$ cat src/rtl/wbuf_pkg.sv
package wbuf_pkg;
  localparam int unsigned WB_ADDR_W = 32;
  localparam int unsigned WB_DATA_W = 32;
  localparam int unsigned WB_WORDS  = 4;
  localparam int unsigned WB_DEPTH  = 4;
endpackage

$ cat src/rtl/wbuf_entry.sv
module wbuf_entry #(
  parameter int unsigned BLK_W  = 28,
  parameter int unsigned DATA_W = 32,
  parameter int unsigned WORDS  = 4,
  localparam int unsigned IDX_W = $clog2(WORDS)
) (
  input  logic                    clk_i,
  input  logic                    rst_ni,
  input  logic                    alloc_i,
  input  logic                    merge_i,
  input  logic                    clr_i,
  input  logic [BLK_W-1:0]        blk_i,
  input  logic [IDX_W-1:0]        widx_i,
  input  logic [DATA_W-1:0]       wdata_i,
  output logic                    vld_o,
  output logic [BLK_W-1:0]        blk_o,
  output logic [WORDS-1:0]        mask_o,
  output logic [WORDS*DATA_W-1:0] data_o
);
  logic [WORDS-1:0] sel;
  always_comb begin
    sel = '0;
    sel[widx_i] = 1'b1;
  end

  always_ff @(posedge clk_i or negedge rst_ni) begin
    if (!rst_ni) begin
      vld_o  <= 1'b0;
      blk_o  <= '0;
      mask_o <= '0;
      data_o <= '0;
    end else if (alloc_i) begin
      vld_o  <= 1'b1;
      blk_o  <= blk_i;
      mask_o <= sel;
      for (int w = 0; w < WORDS; w++)
        data_o[w*DATA_W +: DATA_W] <= sel[w] ? wdata_i : '0;
    end else if (merge_i) begin
      mask_o <= mask_o | sel;
      for (int w = 0; w < WORDS; w++)
        if (sel[w]) data_o[w*DATA_W +: DATA_W] <= wdata_i;
    end else if (clr_i) begin
      vld_o  <= 1'b0;
    end
  end
endmodule

$ cat src/rtl/wbuf_match.sv
module wbuf_match #(
  parameter int unsigned BLK_W = 28,
  parameter int unsigned DEPTH = 4,
  localparam int unsigned PTR_W = $clog2(DEPTH)
) (
  input  logic [DEPTH-1:0] vld_i,
  input  logic [BLK_W-1:0] blk_i [DEPTH],
  input  logic [PTR_W-1:0] head_i,
  input  logic [BLK_W-1:0] st_blk_i,
  output logic [DEPTH-1:0] hit_o,
  output logic             hit_any_o
);
  // head slot is on offer to memory whenever valid, so it is locked
  for (genvar i = 0; i < DEPTH; i++) begin : g_cmp
    assign hit_o[i] = vld_i[i] && (head_i != PTR_W'(i)) && (blk_i[i] == st_blk_i);
  end
  assign hit_any_o = |hit_o;
endmodule

$ cat src/rtl/wbuf_ptrs.sv
module wbuf_ptrs #(
  parameter int unsigned DEPTH = 4,
  localparam int unsigned PTR_W = $clog2(DEPTH)
) (
  input  logic             clk_i,
  input  logic             rst_ni,
  input  logic             push_i,
  input  logic             pop_i,
  output logic [PTR_W-1:0] head_o,
  output logic [PTR_W-1:0] tail_o,
  output logic             full_o
);
  logic [PTR_W:0] cnt_q;

  function automatic logic [PTR_W-1:0] nxt(input logic [PTR_W-1:0] p);
    return (p == PTR_W'(DEPTH-1)) ? '0 : p + 1'b1;
  endfunction

  always_ff @(posedge clk_i or negedge rst_ni) begin
    if (!rst_ni) begin
      head_o <= '0;
      tail_o <= '0;
      cnt_q  <= '0;
    end else begin
      if (push_i) tail_o <= nxt(tail_o);
      if (pop_i)  head_o <= nxt(head_o);
      case ({push_i, pop_i})
        2'b10:   cnt_q <= cnt_q + 1'b1;
        2'b01:   cnt_q <= cnt_q - 1'b1;
        default: cnt_q <= cnt_q;
      endcase
    end
  end

  assign full_o = (cnt_q == (PTR_W+1)'(DEPTH));
endmodule

$ cat src/rtl/wbuf_top.sv
module wbuf_top
  import wbuf_pkg::*;
#(
  parameter int unsigned ADDR_W = WB_ADDR_W,
  parameter int unsigned DATA_W = WB_DATA_W,
  parameter int unsigned WORDS  = WB_WORDS,
  parameter int unsigned DEPTH  = WB_DEPTH
) (
  input  logic                    clk_i,
  input  logic                    rst_ni,
  input  logic                    st_valid_i,
  output logic                    st_ready_o,
  input  logic [ADDR_W-1:0]       st_addr_i,
  input  logic [DATA_W-1:0]       st_data_i,
  output logic                    mem_valid_o,
  input  logic                    mem_ready_i,
  output logic [ADDR_W-1:0]       mem_addr_o,
  output logic [WORDS*DATA_W-1:0] mem_data_o,
  output logic [WORDS-1:0]        mem_mask_o
);
  localparam int unsigned BYTE_W = $clog2(DATA_W/8);
  localparam int unsigned IDX_W  = $clog2(WORDS);
  localparam int unsigned OFF_W  = BYTE_W + IDX_W;
  localparam int unsigned BLK_W  = ADDR_W - OFF_W;
  localparam int unsigned PTR_W  = $clog2(DEPTH);

  logic [BLK_W-1:0]        st_blk;
  logic [IDX_W-1:0]        st_widx;
  logic [DEPTH-1:0]        vld_vec;
  logic [BLK_W-1:0]        blk_arr  [DEPTH];
  logic [WORDS-1:0]        mask_arr [DEPTH];
  logic [WORDS*DATA_W-1:0] data_arr [DEPTH];
  logic [DEPTH-1:0]        hit_vec;
  logic                    hit_any;
  logic [PTR_W-1:0]        head_idx, tail_idx;
  logic                    full;
  logic                    accept, push, pop;

  assign st_blk  = st_addr_i[ADDR_W-1:OFF_W];
  assign st_widx = st_addr_i[OFF_W-1:BYTE_W];

  wbuf_match #(.BLK_W(BLK_W), .DEPTH(DEPTH)) u_match (
    .vld_i     (vld_vec),
    .blk_i     (blk_arr),
    .head_i    (head_idx),
    .st_blk_i  (st_blk),
    .hit_o     (hit_vec),
    .hit_any_o (hit_any)
  );

  assign st_ready_o = !full || hit_any;
  assign accept     = st_valid_i && st_ready_o;
  assign push       = accept && !hit_any;
  assign pop        = mem_valid_o && mem_ready_i;

  wbuf_ptrs #(.DEPTH(DEPTH)) u_ptrs (
    .clk_i  (clk_i),
    .rst_ni (rst_ni),
    .push_i (push),
    .pop_i  (pop),
    .head_o (head_idx),
    .tail_o (tail_idx),
    .full_o (full)
  );

  for (genvar i = 0; i < DEPTH; i++) begin : g_ent
    wbuf_entry #(.BLK_W(BLK_W), .DATA_W(DATA_W), .WORDS(WORDS)) u_ent (
      .clk_i   (clk_i),
      .rst_ni  (rst_ni),
      .alloc_i (push && (tail_idx == PTR_W'(i))),
      .merge_i (accept && hit_vec[i]),
      .clr_i   (pop && (head_idx == PTR_W'(i))),
      .blk_i   (st_blk),
      .widx_i  (st_widx),
      .wdata_i (st_data_i),
      .vld_o   (vld_vec[i]),
      .blk_o   (blk_arr[i]),
      .mask_o  (mask_arr[i]),
      .data_o  (data_arr[i])
    );
  end

  assign mem_valid_o = vld_vec[head_idx];
  assign mem_addr_o  = {blk_arr[head_idx], OFF_W'(0)};
  assign mem_data_o  = data_arr[head_idx];
  assign mem_mask_o  = mask_arr[head_idx];
endmodule

$ cat config.mk
export PLATFORM = sky130hd
export DESIGN_NAME = wbuf_top
export DESIGN_NICKNAME = d
export VERILOG_FILES = /design/src/rtl/wbuf_pkg.sv /design/src/rtl/wbuf_entry.sv /design/src/rtl/wbuf_match.sv /design/src/rtl/wbuf_ptrs.sv /design/src/rtl/wbuf_top.sv
export SDC_FILE = /design/constraint.sdc
export NUM_CORES = 1
export LEC_CHECK = 0
export ABC_AREA = 1
export BUFFER_PORTS_ARGS = -buffer_cell sky130_fd_sc_hd__buf_2
export CAP_MARGIN = 10
export CORE_AREA = 2 2 291 293
export DETAILED_ROUTE_END_ITERATION = 8
export DIE_AREA = 0 0 293 295
export PLACE_DENSITY = 0.64
export SLEW_MARGIN = 30
export SYNTH_ARGS = -nofsm -noshare
export SYNTH_HDL_FRONTEND = slang
export SYNTH_SLANG_ARGS = --single-unit
$ cat constraint.sdc
create_clock -name clk_i -period 5.74 [get_ports clk_i]
set_input_delay 0 -clock clk_i [delete_from_list [all_inputs] [get_ports clk_i]]
set_output_delay 0 -clock clk_i [all_outputs]
set_load 0.005 [all_outputs]
; Yosys cells after proc, flatten, opt, wreduce, memory -nomap -nowiden
; Cells that the tools add are included.
[classes]
n_addsub = 4
n_lt_le_gt_ge = 4
eq_ne = 20
n_mux = 52
bitwise = 5
reduce_logical = 76
[ops]
columns = operator, count
row1 = 128-bit 2-to-1 mux, 10
row2 = 128-bit binary-select mux with 2-bit select, 1
row3 = 32-bit 2-to-1 mux, 8
row4 = 28-bit equality test, 4
row5 = 28-bit binary-select mux with 2-bit select, 1
row6 = 28-bit 2-to-1 mux, 2
row7 = 2-bit nonzero test, 26
row8 = 4-bit 2-to-1 mux, 10
row9 = 2-bit AND reduction, 20
row10 = 1-bit logical AND, 24
row11 = 4-bit OR, 4
row12 = 1-bit 2-to-1 mux, 14
row13 = 2-bit equality test (second input constant), 5
row14 = 2-bit by 1-bit inequality test with 1-bit output (second input constant), 5
row15 = 4-bit binary-select mux with 2-bit select, 1
row16 = 2-bit by 1-bit equality test with 1-bit output (second input constant), 3
row17 = 2-bit by 3-bit < comparator with 1-bit output (second input constant), 2
row18 = 3-bit case mux with 2 select lines, 1
row19 = 2-bit by 1-bit adder with 2-bit output (second input constant), 2
row20 = 2-bit logical NOT, 2
row21 = 2-bit 2-to-1 mux, 2
row22 = 2-bit inequality test (second input constant), 2
row23 = 4-bit OR reduction, 1
row24 = 3-bit by 1-bit adder with 3-bit output (second input constant), 1
row25 = other kinds (9), 10
[totals]
register_bits = 651
input_bits = 68
out_inout_bits = 166
word_cells = 192

; Longest topological paths before layout
; Gate-level depths: netlist (run 1).
[depth]
word_depth = 10
mapped_depth = 20
ltp_nobuf = 18

; By module
; From an unflattened synthesis (run 1), not the netlist that was laid out.
[unflattened]
hier_cells = 4050
hier_area_um2 = 31333.8
[modules_own_cells]
columns = module, instances, cells_per_inst, area_each_um2, seq_area_each_um2
row1 = wbuf_entry, 4, 706, 6327.3, 4028.9
row2 = wbuf_top, 1, 680, 3654.8, 0.0
row3 = wbuf_match, 1, 507, 2014.4, 0.0
row4 = wbuf_ptrs, 1, 39, 355.3, 175.2

; Worst setup path after synthesis (run 1)
; No wires, ideal clock.
[synth_path]
path_type = register -> register
startpoint = register u_ptrs.head_o[0]
endpoint = register u_ptrs.cnt_q[2]
setup_ns = 0.131
arrival_time_ns = 3.206
setup_slack_ns = 2.403
stages_incl_launch_ff = 21
path_buffers = 3
period_less_slack_ns = 3.337
cell_sequence = dfrtp_1 > clkbuf_1 > clkinv_1 > clkbuf_1 > clkbuf_1 > ha_1 > nor2_1 > nand2_1 > nor2_1 > nand2_1 > nor2_1 > inv_1 > nand2_2 > nor2_8 > nand3_1 > ha_1 > inv_1 > fa_1 > a21oi_1 > o21ai_0 > xor2_1
[synth_between]
elab_chain_len = 9
elab_cells_between_ends = 24
cone_classes = eq/ne (5) / mux (3) / reduce/logical (16)
[synth_lines]
columns = element, line
row1 = from (decl), wbuf_ptrs.sv:9  ; output logic [PTR_W-1:0] head_o,
row2 = from (signal assigned), wbuf_ptrs.sv:26  ; if (pop_i) head_o <= nxt(head_o);
row3 = 2-bit by 1-bit inequality test with 1-bit output (tied with other cells), wbuf_match.sv:15  ; assign hit_o[i] = vld_i[i] && (head_i != PTR_W'(i)) && (blk_i[i] == st_blk_i);
row4 = 1-bit logical AND (2 in series), wbuf_match.sv:15
row5 = 4-bit OR reduction, wbuf_match.sv:17  ; assign hit_any_o = |hit_o;
row6 = 1-bit logical OR, wbuf_top.sv:51  ; assign st_ready_o = !full || hit_any;
row7 = 1-bit logical AND, wbuf_top.sv:52  ; assign accept = st_valid_i && st_ready_o;
row8 = 1-bit logical AND, wbuf_top.sv:53  ; assign push = accept && !hit_any;
row9 = 2-bit by 1-bit equality test with 1-bit output / 2-bit equality test (equally long branches), wbuf_ptrs.sv:27  ; case ({push_i, pop_i})
row10 = 3-bit case mux with 2 select lines / 2-bit nonzero test (equally long branches), --
row11 = to (signal assigned), wbuf_ptrs.sv:28  ; 2'b10: cnt_q <= cnt_q + 1'b1;
row12 = to (signal assigned), wbuf_ptrs.sv:29  ; 2'b01: cnt_q <= cnt_q - 1'b1;
row13 = to (signal assigned), wbuf_ptrs.sv:30  ; default: cnt_q <= cnt_q;
row14 = to (decl), wbuf_ptrs.sv:13  ; logic [PTR_W:0] cnt_q;
; Parallel ways exist; a longest one is shown, timed or not. The select of a mux whose other input is x is not followed.
; A chain may end at the register's enable or synchronous reset.

; Worst setup path in the final report (run 1)
[layout_path]
startpoint = register u_ptrs.head_o[0]
endpoint = output port mem_data_o[127]
[layout_between]
elab_chain_len = 4
[layout_lines]
columns = element, line
row1 = 2-bit NOT with 3-bit output (implied by the code), wbuf_top.sv:85  ; assign mem_data_o = data_arr[head_idx];
row2 = 128-bit binary-select mux with 2-bit select, wbuf_top.sv:85
row3 = 128-bit 2-to-1 mux (implied by the code) (2 in series), wbuf_top.sv:85
row4 = to (decl), wbuf_top.sv:18  ; output logic [WORDS*DATA_W-1:0] mem_data_o,
; No other way between the ends. The select of a mux whose other input is x is not followed.

==> out/results.md, run 1 <==
Outcome
• **outcome** finished clean

Pwr
• **net switching power figure** 9.67 mW
• **sequential cell fraction of total power** 36.0%
• **part of the total power dissipated in combinational logic** 42.3%
• **switching power as a share of total power** 42.9%
• **peak ir drop on the vdd network** 511 uV
• **leakage power figure** 20.1 nW
• **Int Power** 12.9 mW
• **portion of total power attributed to the clock network** 21.8%
• **power density cells** 595 nW/um^2

Job
• **max-cap check violation count** 0

STA
• **Fin Setup TNS** 0 ns
• **Setup violations, final** 0
• **worst relative slew slack** 35.0%
• **clk_skew** 0.0273 ns
• **slew at the pin closest to its max-slew limit** 0.975 ns
• **final max-slew violation count** 0
• **PnR worst setup slack** 1.35 ns
• **minimum clock period** 4.39 ns
• **RSZ-0062 raised after global routing** false
• **final critical-path share of the clock period** 76.5%
• **max frequency** 0.228 GHz
• **final hold violation count** 0

Synthesis
• **register area share after synthesis** 49.1%
• **Yosys top cell by area** sky130_fd_sc_hd__dfrtp_1
• **count of state elements after synthesis** 651
• **number of enable-type register cells in the synthesized netlist** 0
• **ys async rst share** 100%
• **number of warnings reported in the yosys synthesis log** 0
• **share of Yosys cell area claimed by the top area cell type** 49.1%
• **most area-consuming cells after synthesis** sky130_fd_sc_hd__dfrtp_1 (49%), sky130_fd_sc_hd__nand2_1 (18%), sky130_fd_sc_hd__nand3_1 (8.3%), sky130_fd_sc_hd__o21ai_0 (6.3%), sky130_fd_sc_hd__nor2_1 (5.8%)
• **count leader, synth** sky130_fd_sc_hd__nand2_1
• **top cells by instance count after synthesis** sky130_fd_sc_hd__nand2_1 (1578), sky130_fd_sc_hd__dfrtp_1 (651), sky130_fd_sc_hd__nand3_1 (550)
• **Synth Flop Type** sky130_fd_sc_hd__dfrtp_1
• **count of different cell masters after synthesis** 32
• **count of mapped cells out of synthesis** 4536
• **post-synthesis cell area** 33200 um^2
• **Avg Cell Area, Syn** 7.31 um^2

Route
• **via count** 31900
• **number of iterations in the first detailed-routing pass** 6
• **Routed WL** 123000 um
• **Iteration-0 DRC Markers** 3288
• **Antenna Violating Nets Remaining** 0
• **average via count per standard cell** 5.54
• **post-DR wirelength/cell** 21.4 um
• **total DRC errors in the routed layout** 0

Critical path
• **arrival time of data at the critical path endpoint** 4.39 ns
• **CP Data Required Time** 5.74 ns
• **Critical Setup Path Class** flip-flop to output pin
• **type of destination of the critical path** output pin
• **peak fanout along the critical path** 189
• **Worst Setup Start Kind** flip-flop

Floorplanning
• **site row count** 106
• **die extent in y** 295 um
• **total I/O pin count** 234
• **area of the die** 86400 um^2
• **Die W** 293 um
• **Initial Util** 39.9%
• **Core ar.** 83200 um^2

GRT
• **antenna violations before repair** 5
• **wire length of the first global-routing pass** 186000 um
• **gr ovfl total** 0
• **met1 global-route usage** 38.6%
• **pin count of the biggest net entering global routing** 202
• **global routing usage on met2** 43.4%
• **global routing usage summed across all routing layers** 28.0%
• **met3 Track Usage GR** 4.28%
• **highest-utilization routing layer at the global route stage** met2
• **via count of the first global-routing pass** 29700

Clock tree
• **TritonCTS clock tree** yes
• **setup bufs post-CTS** 0
• **TritonCTS Sinks** 651
• **clk slew on worst S/H paths** 0.06 ns
• **clock latency reported for the late side of the worst-skew pair** 0.63 ns
• **number of CTS-inserted buffers** 76
• **cell at the root of the clock tree** sky130_fd_sc_hd__clkbuf_16
• **count of H-tree levels built during CTS** 3
• **number of buffers on the longest clock path** 3

Final layout
• **area of all placed cells without fillers** 37900 um^2
• **share of post-route cells with drive strength above 1** 9.47%
• **synthesis-to-layout area growth** 14.2%
• **final net count** 4696
• **fillcell total** 8390

Placed design
• **port buffer count** 227
• **RD Place Congestion** 0.967
• **post-placement setup slack** 1.43 ns
• **instance area at placement** 34800 um^2
• **placed wire-length estimate** 70300 um

Worst hold path
• **path type of the worst min-delay path** input port to flip-flop

## layout make-up
class	instances	area (um^2)	area share, %
antenna	4	10.0	0.0264
tap	1080	1350	3.57
clock buffer	112	2260	5.97
inverter	201	767	2.02
clock inverter	24	243	0.641
timing repair buffer	313	2190	5.78
sequential	651	16300	43.0
multi-input combinational	3375	14800	39.0
## worst max-delay path: stages, from the launching register on
cell,delay (ns)
sky130_fd_sc_hd__dfrtp_4,0.75
sky130_fd_sc_hd__inv_8,0.49
sky130_fd_sc_hd__buf_12,0.69
sky130_fd_sc_hd__buf_4,0.78
sky130_fd_sc_hd__o21ai_0,0.17
sky130_fd_sc_hd__o22ai_1,0.56
sky130_fd_sc_hd__buf_2,0.23
## through the flow
stage	total power, mW	util (%)	hold slack (ns)	instances
after global routing	24.1	45.5	0.0934	5757
after detailed placement	17.5	41.9	0.0248	5579
final	22.5	45.5	0.0458	5760
after floorplan	13.7	-	-0.296	4539
after CTS	22.4	45.4	0.0163	5751
after global placement	17.3	41.9	0.0342	5579
## logic make-up (layout without fill, tap and decap cells)
kind of cell,Yosys count,in the layout,share of synthesized area (%)
AND/OR/NAND/NOR,2712,2712,33.5
flip-flops,651,651,49.1
AO/OA/AOI/OAI,633,633,10.1
buffers and inverters,513,650,6.46
XOR/XNOR,16,16,0.423
adder cells (fa/ha/maj),10,10,0.400
other,1,8,0.0113
## state kept, by name, summed over array words and instances (netlist names)
signal	count
g_ent.u_ent.data_o	512
g_ent.u_ent.blk_o	112
u_ptrs.cnt_q	3
g_ent.u_ent.vld_o	4
g_ent.u_ent.mask_o	16
u_ptrs.head_o	2
u_ptrs.tail_o	2
## what timing repair did
action,CTS,global route
endpoints found under the setup margin,0,0
endpoints found under the hold margin,208,0
hold buffers,36,0
gates resized for setup,0,0
## path summary, 6_finish.rpt
check | from | to | slack [ns] | depth (start not counted)
max | u_ptrs.head_o[0]$_DFFE_PN0P_ | mem_data_o[127] | 1.35 | 6
min | st_valid_i | u_ptrs.tail_o[1]$_DFFE_PN0P_ | 0.05 | 3
max reg2reg | u_ptrs.head_o[0]$_DFFE_PN0P_ | g_ent[2].u_ent.data_o[102]$_DFFE_PN0P_ | 1.54 | 11
min reg2reg | g_ent[1].u_ent.mask_o[0]$_DFFE_PN0P_ | g_ent[1].u_ent.mask_o[0]$_DFFE_PN0P_ | 0.48 | 2
max in group asynchronous | rst_ni | g_ent[0].u_ent.data_o[40]$_DFFE_PN0P_ | 4.18 | 4
min in group asynchronous | rst_ni | u_ptrs.tail_o[0]$_DFFE_PN0P_ | 0.41 | 3
## cells in the final DEF (no fill, tap or decap), types with 3 or more instances in the layout
cell / count
sky130_fd_sc_hd__dlygate4sd3_1: 35
sky130_fd_sc_hd__nand2_1: 1578
sky130_fd_sc_hd__clkinv_8: 3
sky130_fd_sc_hd__inv_1: 171
sky130_fd_sc_hd__diode_2: 4
sky130_fd_sc_hd__bufinv_16: 3
sky130_fd_sc_hd__inv_6: 3
sky130_fd_sc_hd__xor2_1: 3
sky130_fd_sc_hd__clkbuf_1: 16
sky130_fd_sc_hd__buf_12: 15
sky130_fd_sc_hd__clkbuf_16: 78
sky130_fd_sc_hd__a21oi_1: 82
sky130_fd_sc_hd__buf_16: 6
sky130_fd_sc_hd__xnor2_1: 13
sky130_fd_sc_hd__buf_4: 29
sky130_fd_sc_hd__inv_2: 27
sky130_fd_sc_hd__nand3_1: 550
sky130_fd_sc_hd__nand4_4: 4
sky130_fd_sc_hd__dfrtp_1: 649
sky130_fd_sc_hd__buf_2: 226
sky130_fd_sc_hd__nor4_1: 5
sky130_fd_sc_hd__clkinv_2: 14
sky130_fd_sc_hd__nor2_1: 512
sky130_fd_sc_hd__nor3_1: 11
sky130_fd_sc_hd__ha_1: 9
sky130_fd_sc_hd__nand4_1: 35
sky130_fd_sc_hd__o22ai_1: 134
sky130_fd_sc_hd__nand2_4: 4
sky130_fd_sc_hd__o21ai_0: 417
sky130_fd_sc_hd__conb_1: 4
sky130_fd_sc_hd__clkbuf_8: 18
## per-layer routing
metal | wire length (um) | vias to the layer above
met4 | 5340 | 0
met2 | 55800 | 1474
met1 | 50900 | 15400
met3 | 11100 | 209
li1 | - | 14900
met5 | 0 | -
## power groups by stage
stage / Clock, mW / Combinational (mW) / Sequential [mW]
2_1_floorplan: 0 / 6.01 / 7.72
3_3_place_gp: 0 / 9.19 / 8.14
3_5_place_dp: 0 / 9.30 / 8.20
4_1_cts: 4.96 / 9.35 / 8.14
5_1_grt: 5.16 / 10.5 / 8.38
6_report: 4.90 / 9.52 / 8.10
Note: power is estimated with default switching activity, not from simulation.
==> run 2: changes to the inputs <==
--- a/config.mk
+++ b/config.mk
@@ -5,13 +5,13 @@
 export SDC_FILE = /design/constraint.sdc
 export NUM_CORES = 1
 export LEC_CHECK = 0
-export ABC_AREA = 1
+export ABC_AREA = 0
 export BUFFER_PORTS_ARGS = -buffer_cell sky130_fd_sc_hd__buf_2
 export CAP_MARGIN = 10
-export CORE_AREA = 2 2 291 293
+export CORE_AREA = 2 2 280 282
 export DETAILED_ROUTE_END_ITERATION = 8
-export DIE_AREA = 0 0 293 295
-export PLACE_DENSITY = 0.64
+export DIE_AREA = 0 0 282 284
+export PLACE_DENSITY = 0.66
 export SLEW_MARGIN = 30
 export SYNTH_ARGS = -nofsm -noshare
 export SYNTH_HDL_FRONTEND = slang
==> constraint.sdc (replaced) <==
create_clock -name clk_i -period 3.55 [get_ports clk_i]
set_input_delay 0 -clock clk_i [delete_from_list [all_inputs] [get_ports clk_i]]
set_output_delay 0 -clock clk_i [all_outputs]
set_load 0.005 [all_outputs]
==> run 2 against run 1 <==
  * Critical path depth grew 6
  * Non-clock buffer count is 50 higher
  * Sequential share of layout area rose by 2.2 points
  * Clock-buffer cell count is 10 lower
  * Clock power up 68%
  * Via count fell by 30%
  * Register-to-register slack lost 1.5 ns
  * Cell count fell by 40%
  * Setup slack worse by 1.3 ns
  * Largest cell class unchanged
  * Utilization up 1.3 points
  * Sequential power is 57% higher
  * Highest routed layer is now met5
==> out/results.md, run 2 <==
Worst hold path
• **path type of the worst min-delay path** input port to async pin

Clock tree
• **TritonCTS clock tree** yes
• **clk slew on worst S/H paths** 0.06 ns, about the same
• **setup bufs post-CTS** 0, unchanged
• **clock latency reported for the late side of the worst-skew pair** 0.65 ns, +0.02 ns
• **count of H-tree levels built during CTS** 3, unchanged
• **cell at the root of the clock tree** sky130_fd_sc_hd__clkbuf_16
• **number of buffers on the longest clock path** 3, unchanged
• **number of CTS-inserted buffers** 74, -2.6%
• **TritonCTS Sinks** 651, unchanged
• **cts repair resizes** 0, unchanged

Floorplanning
• **site row count** 102, -3.8%
• **total I/O pin count** 234, unchanged
• **Initial Util** 39.8%, -0.11 points
• **Die W** 282 um, -3.8%
• **area of the die** 80100 um^2, -7.3%
• **Core ar.** 77000 um^2, -7.5%
• **die extent in y** 284 um, -3.7%

Pwr
• **power density cells** 943 nW/um^2, +59%
• **switching power as a share of total power** 34.6%, -8.3 points
• **portion of total power attributed to the clock network** 24.3%, +2.5 points
• **net switching power figure** 11.8 mW, +22%
• **Int Power** 22.2 mW, +73%
• **sequential cell fraction of total power** 37.4%, +1.4 points
• **peak ir drop on the vdd network** 517 uV, +1.1%
• **leakage power figure** 15.9 nW, -21%
• **part of the total power dissipated in combinational logic** 38.3%, -4.0 points

Job
• **max-cap check violation count** 0, unchanged

Critical path
• **end point of the critical path** g_ent[3].u_ent.data_o[47]$_DFFE_PN0P_
• **peak fanout along the critical path** 132, -30%
• **start point of the critical path** u_ptrs.head_o[1]$_DFFE_PN0P_
• **Worst Setup Start Kind** flip-flop
• **register-to-register setup slack** 0.08 ns, -1.46 ns
• **arrival time of data at the critical path endpoint** 3.98 ns, -0.41 ns
• **Critical Setup Path Class** flip-flop to flip-flop
• **R2R depth** 12, +1
• **end of the worst register-to-register path** g_ent[3].u_ent.data_o[47]$_DFFE_PN0P_
• **R2R Path Start** u_ptrs.head_o[1]$_DFFE_PN0P_
• **type of destination of the critical path** flip-flop
• **CP Data Required Time** 4.07 ns, -1.67 ns

Final layout
• **leading cell type in the layout, fill and taps excluded** sky130_fd_sc_hd__dfrtp_1
• **top library cells by usage in the layout, fill and taps aside** sky130_fd_sc_hd__dfrtp_1 (649), sky130_fd_sc_hd__a32o_1 (383), sky130_fd_sc_hd__buf_2 (226)
• **share of post-route cells with drive strength above 1** 30.1%, +21 points
• **final net count** 2405, -49%
• **area of all placed cells without fillers** 36000 um^2, -4.9%
• **synthesis-to-layout area growth** 17.7%
• **Largest register FFs** 512, unchanged
• **biggest regs** g_ent.u_ent.data_o: 512 flops, g_ent.u_ent.blk_o: 112 flops, g_ent.u_ent.mask_o: 16 flops
• **Most flops, register** g_ent.u_ent.data_o

Synthesis
• **number of warnings reported in the yosys synthesis log** 0, unchanged
• **count leader, synth** sky130_fd_sc_hd__dfrtp_1
• **count of mapped cells out of synthesis** 2171, -52%
• **Avg Cell Area, Syn** 14.1 um^2, +93%
• **most area-consuming cells after synthesis** sky130_fd_sc_hd__dfrtp_1 (53%), sky130_fd_sc_hd__a32o_1 (13%), sky130_fd_sc_hd__mux4_2 (12%), sky130_fd_sc_hd__mux2_2 (4.1%), sky130_fd_sc_hd__a22o_1 (3.9%)
• **ys async rst share** 100%, unchanged
• **count of state elements after synthesis** 651, unchanged
• **top cells by instance count after synthesis** sky130_fd_sc_hd__dfrtp_1 (651), sky130_fd_sc_hd__a32o_1 (383), sky130_fd_sc_hd__mux4_2 (161)
• **post-synthesis cell area** 30600 um^2, -7.7%
• **share of Yosys cell area claimed by the top area cell type** 53.2%, +4.1 points
• **Yosys top cell by area** sky130_fd_sc_hd__dfrtp_1
• **number of enable-type register cells in the synthesized netlist** 0, unchanged
• **register area share after synthesis** 53.2%, +4.1 points
• **Synth Flop Type** sky130_fd_sc_hd__dfrtp_1
• **count of different cell masters after synthesis** 42, +31%

STA
• **final critical-path share of the clock period** 97.6%
• **final max-slew violation count** 0, unchanged
• **worst relative slew slack** 42.3%, +7.3 points
• **RSZ-0062 raised after global routing** false
• **Setup violations, final** 0, unchanged
• **minimum clock period** 3.47 ns
• **max frequency** 0.289 GHz
• **slew at the pin closest to its max-slew limit** 0.866 ns, -0.109 ns
• **clk_skew** 0.0546 ns, +0.0273 ns
• **Fin Setup TNS** 0 ns, unchanged
• **final hold violation count** 0, unchanged

Route
• **total DRC errors in the routed layout** 0, unchanged
• **Iteration-0 DRC Markers** 2359, -28%
• **average via count per standard cell** 6.51, +18%
• **via count** 22300, -30%
• **post-DR wirelength/cell** 30.3 um, +42%
• **Routed WL** 104000 um, -16%
• **Antenna Violating Nets Remaining** 0, unchanged
• **number of iterations in the first detailed-routing pass** 5, -1

GRT
• **wire length of the first global-routing pass** 156000 um, -16%
• **via count of the first global-routing pass** 23000, -22%
• **gr ovfl total** 0, unchanged
• **pin count of the biggest net entering global routing** 147, -27%
• **global routing usage summed across all routing layers** 25.9%, -2.0 points
• **antenna violations before repair** 11, +6

Outcome
• **outcome** finished clean

Placed design
• **placed wire-length estimate** 62000 um, -12%
• **RD Place Congestion** 0.931, -3.7%
• **instance area at placement** 32600 um^2, -6.3%
• **port buffer count** 227, unchanged

-- run 2: changes by cell type in the layout (fill, tap and decap cells not counted), moves of 134 or more --
cell	delta
sky130_fd_sc_hd__mux4_2	+161
sky130_fd_sc_hd__inv_1	-162
sky130_fd_sc_hd__o21ai_0	-413
sky130_fd_sc_hd__nand3_1	-538
sky130_fd_sc_hd__o22ai_1	-134
sky130_fd_sc_hd__a22o_1	+136
sky130_fd_sc_hd__nor2_1	-499
sky130_fd_sc_hd__nand2_1	-1548
sky130_fd_sc_hd__a32o_1	+383
-- run 2: power groups by stage --
stage	logic (mW)	registers, mW	clock network [mW]
after CTS	13.0	12.7	8.35
after global placement	12.7	12.4	0
final	13.0	12.7	8.25
after detailed placement	12.9	12.7	0
after floorplan	8.49	12.0	0
after global routing	13.8	13.1	8.68
-- run 2: kinds of logic after synthesis --
kind of cell               share of synthesized area [%]
xor gates and xnor gates                            3.29
and+or+nand+nor                                     5.45
adders and majority gates                          0.433
DFF                                                 53.2
AOI/OAI and AO/OA                                   17.0
buffers and inverters                               4.53
muxes                                               16.0
other                                             0.0123
-- run 2: routing by layer --
layer  global-route usage (%)  share of wire (%)  up-vias
met2                     39.7                 47     1196
met5                        0              0.033        -
li1                         -                  -     8962
met4                     9.38                3.4        6
met3                     6.08                9.7      181
met1                     36.0                 40    12000
-- run 2: repair_timing --
action / in CTS / in global routing
endpoints found under the hold margin: 927 / 0
hold buffers: 64 / 0
endpoints found under the setup margin: 42 / 0
-- run 2: through the flow --
step / instances / utilization (%) / setup slack [ns] / total power [mW] / hold WS (ns)
after floorplan: 2174 / - / 0.0540 / 20.5 / -0.296
after detailed placement: 3225 / 42.4 / 0.250 / 25.7 / -0.0313
after CTS: 3423 / 46.7 / 0.224 / 34.0 / 0.0202
after global routing: 3428 / 46.8 / 0.0686 / 35.6 / 0.0662
after global placement: 3225 / 42.4 / 0.275 / 25.1 / -0.0424
final: 3431 / 46.8 / 0.0842 / 34.0 / 0.0513
-- run 2: how the worst min path moves through the flow --
stage                 startpoint                                      to  slack [ns]  cells past startpoint
global placement          rst_ni     g_ent[2].u_ent.blk_o[7]$_DFFE_PN0P_       -0.04                      1
floorplan                 rst_ni     g_ent[0].u_ent.blk_o[0]$_DFFE_PN0P_       -0.30                      0
detailed placement        rst_ni     g_ent[3].u_ent.blk_o[7]$_DFFE_PN0P_       -0.03                      1
global route        st_addr_i[2]  g_ent[2].u_ent.data_o[127]$_DFFE_PN0P_        0.07                      3
finish                    rst_ni            u_ptrs.head_o[1]$_DFFE_PN0P_        0.05                      3
CTS                 st_addr_i[2]  g_ent[2].u_ent.data_o[126]$_DFFE_PN0P_        0.02                      3
-- run 2: final cells by class --
class | count | area (um^2)
clock inverter | 33 | 492
fill | 6591 | 40900
sequential | 651 | 16300
clock buffer | 102 | 2140
timing repair buffer | 363 | 2730
tap | 1040 | 1300
inverter | 9 | 33.8
antenna | 5 | 12.5
multi-input combinational | 1228 | 13000
-- run 2: critical path: stages, from the launching register on --
cell	delay, ns
sky130_fd_sc_hd__dfrtp_4	0.48
sky130_fd_sc_hd__inv_1	0.09
sky130_fd_sc_hd__ha_1	0.20
sky130_fd_sc_hd__nor2b_1	0.26
sky130_fd_sc_hd__nand2_1	0.10
sky130_fd_sc_hd__nor4_1	0.54
sky130_fd_sc_hd__buf_4	0.21
sky130_fd_sc_hd__a21boi_1	0.07
sky130_fd_sc_hd__buf_4	0.16
sky130_fd_sc_hd__and2_1	0.21
sky130_fd_sc_hd__a22o_4	0.25
sky130_fd_sc_hd__buf_12	0.25
sky130_fd_sc_hd__a32o_1	0.37
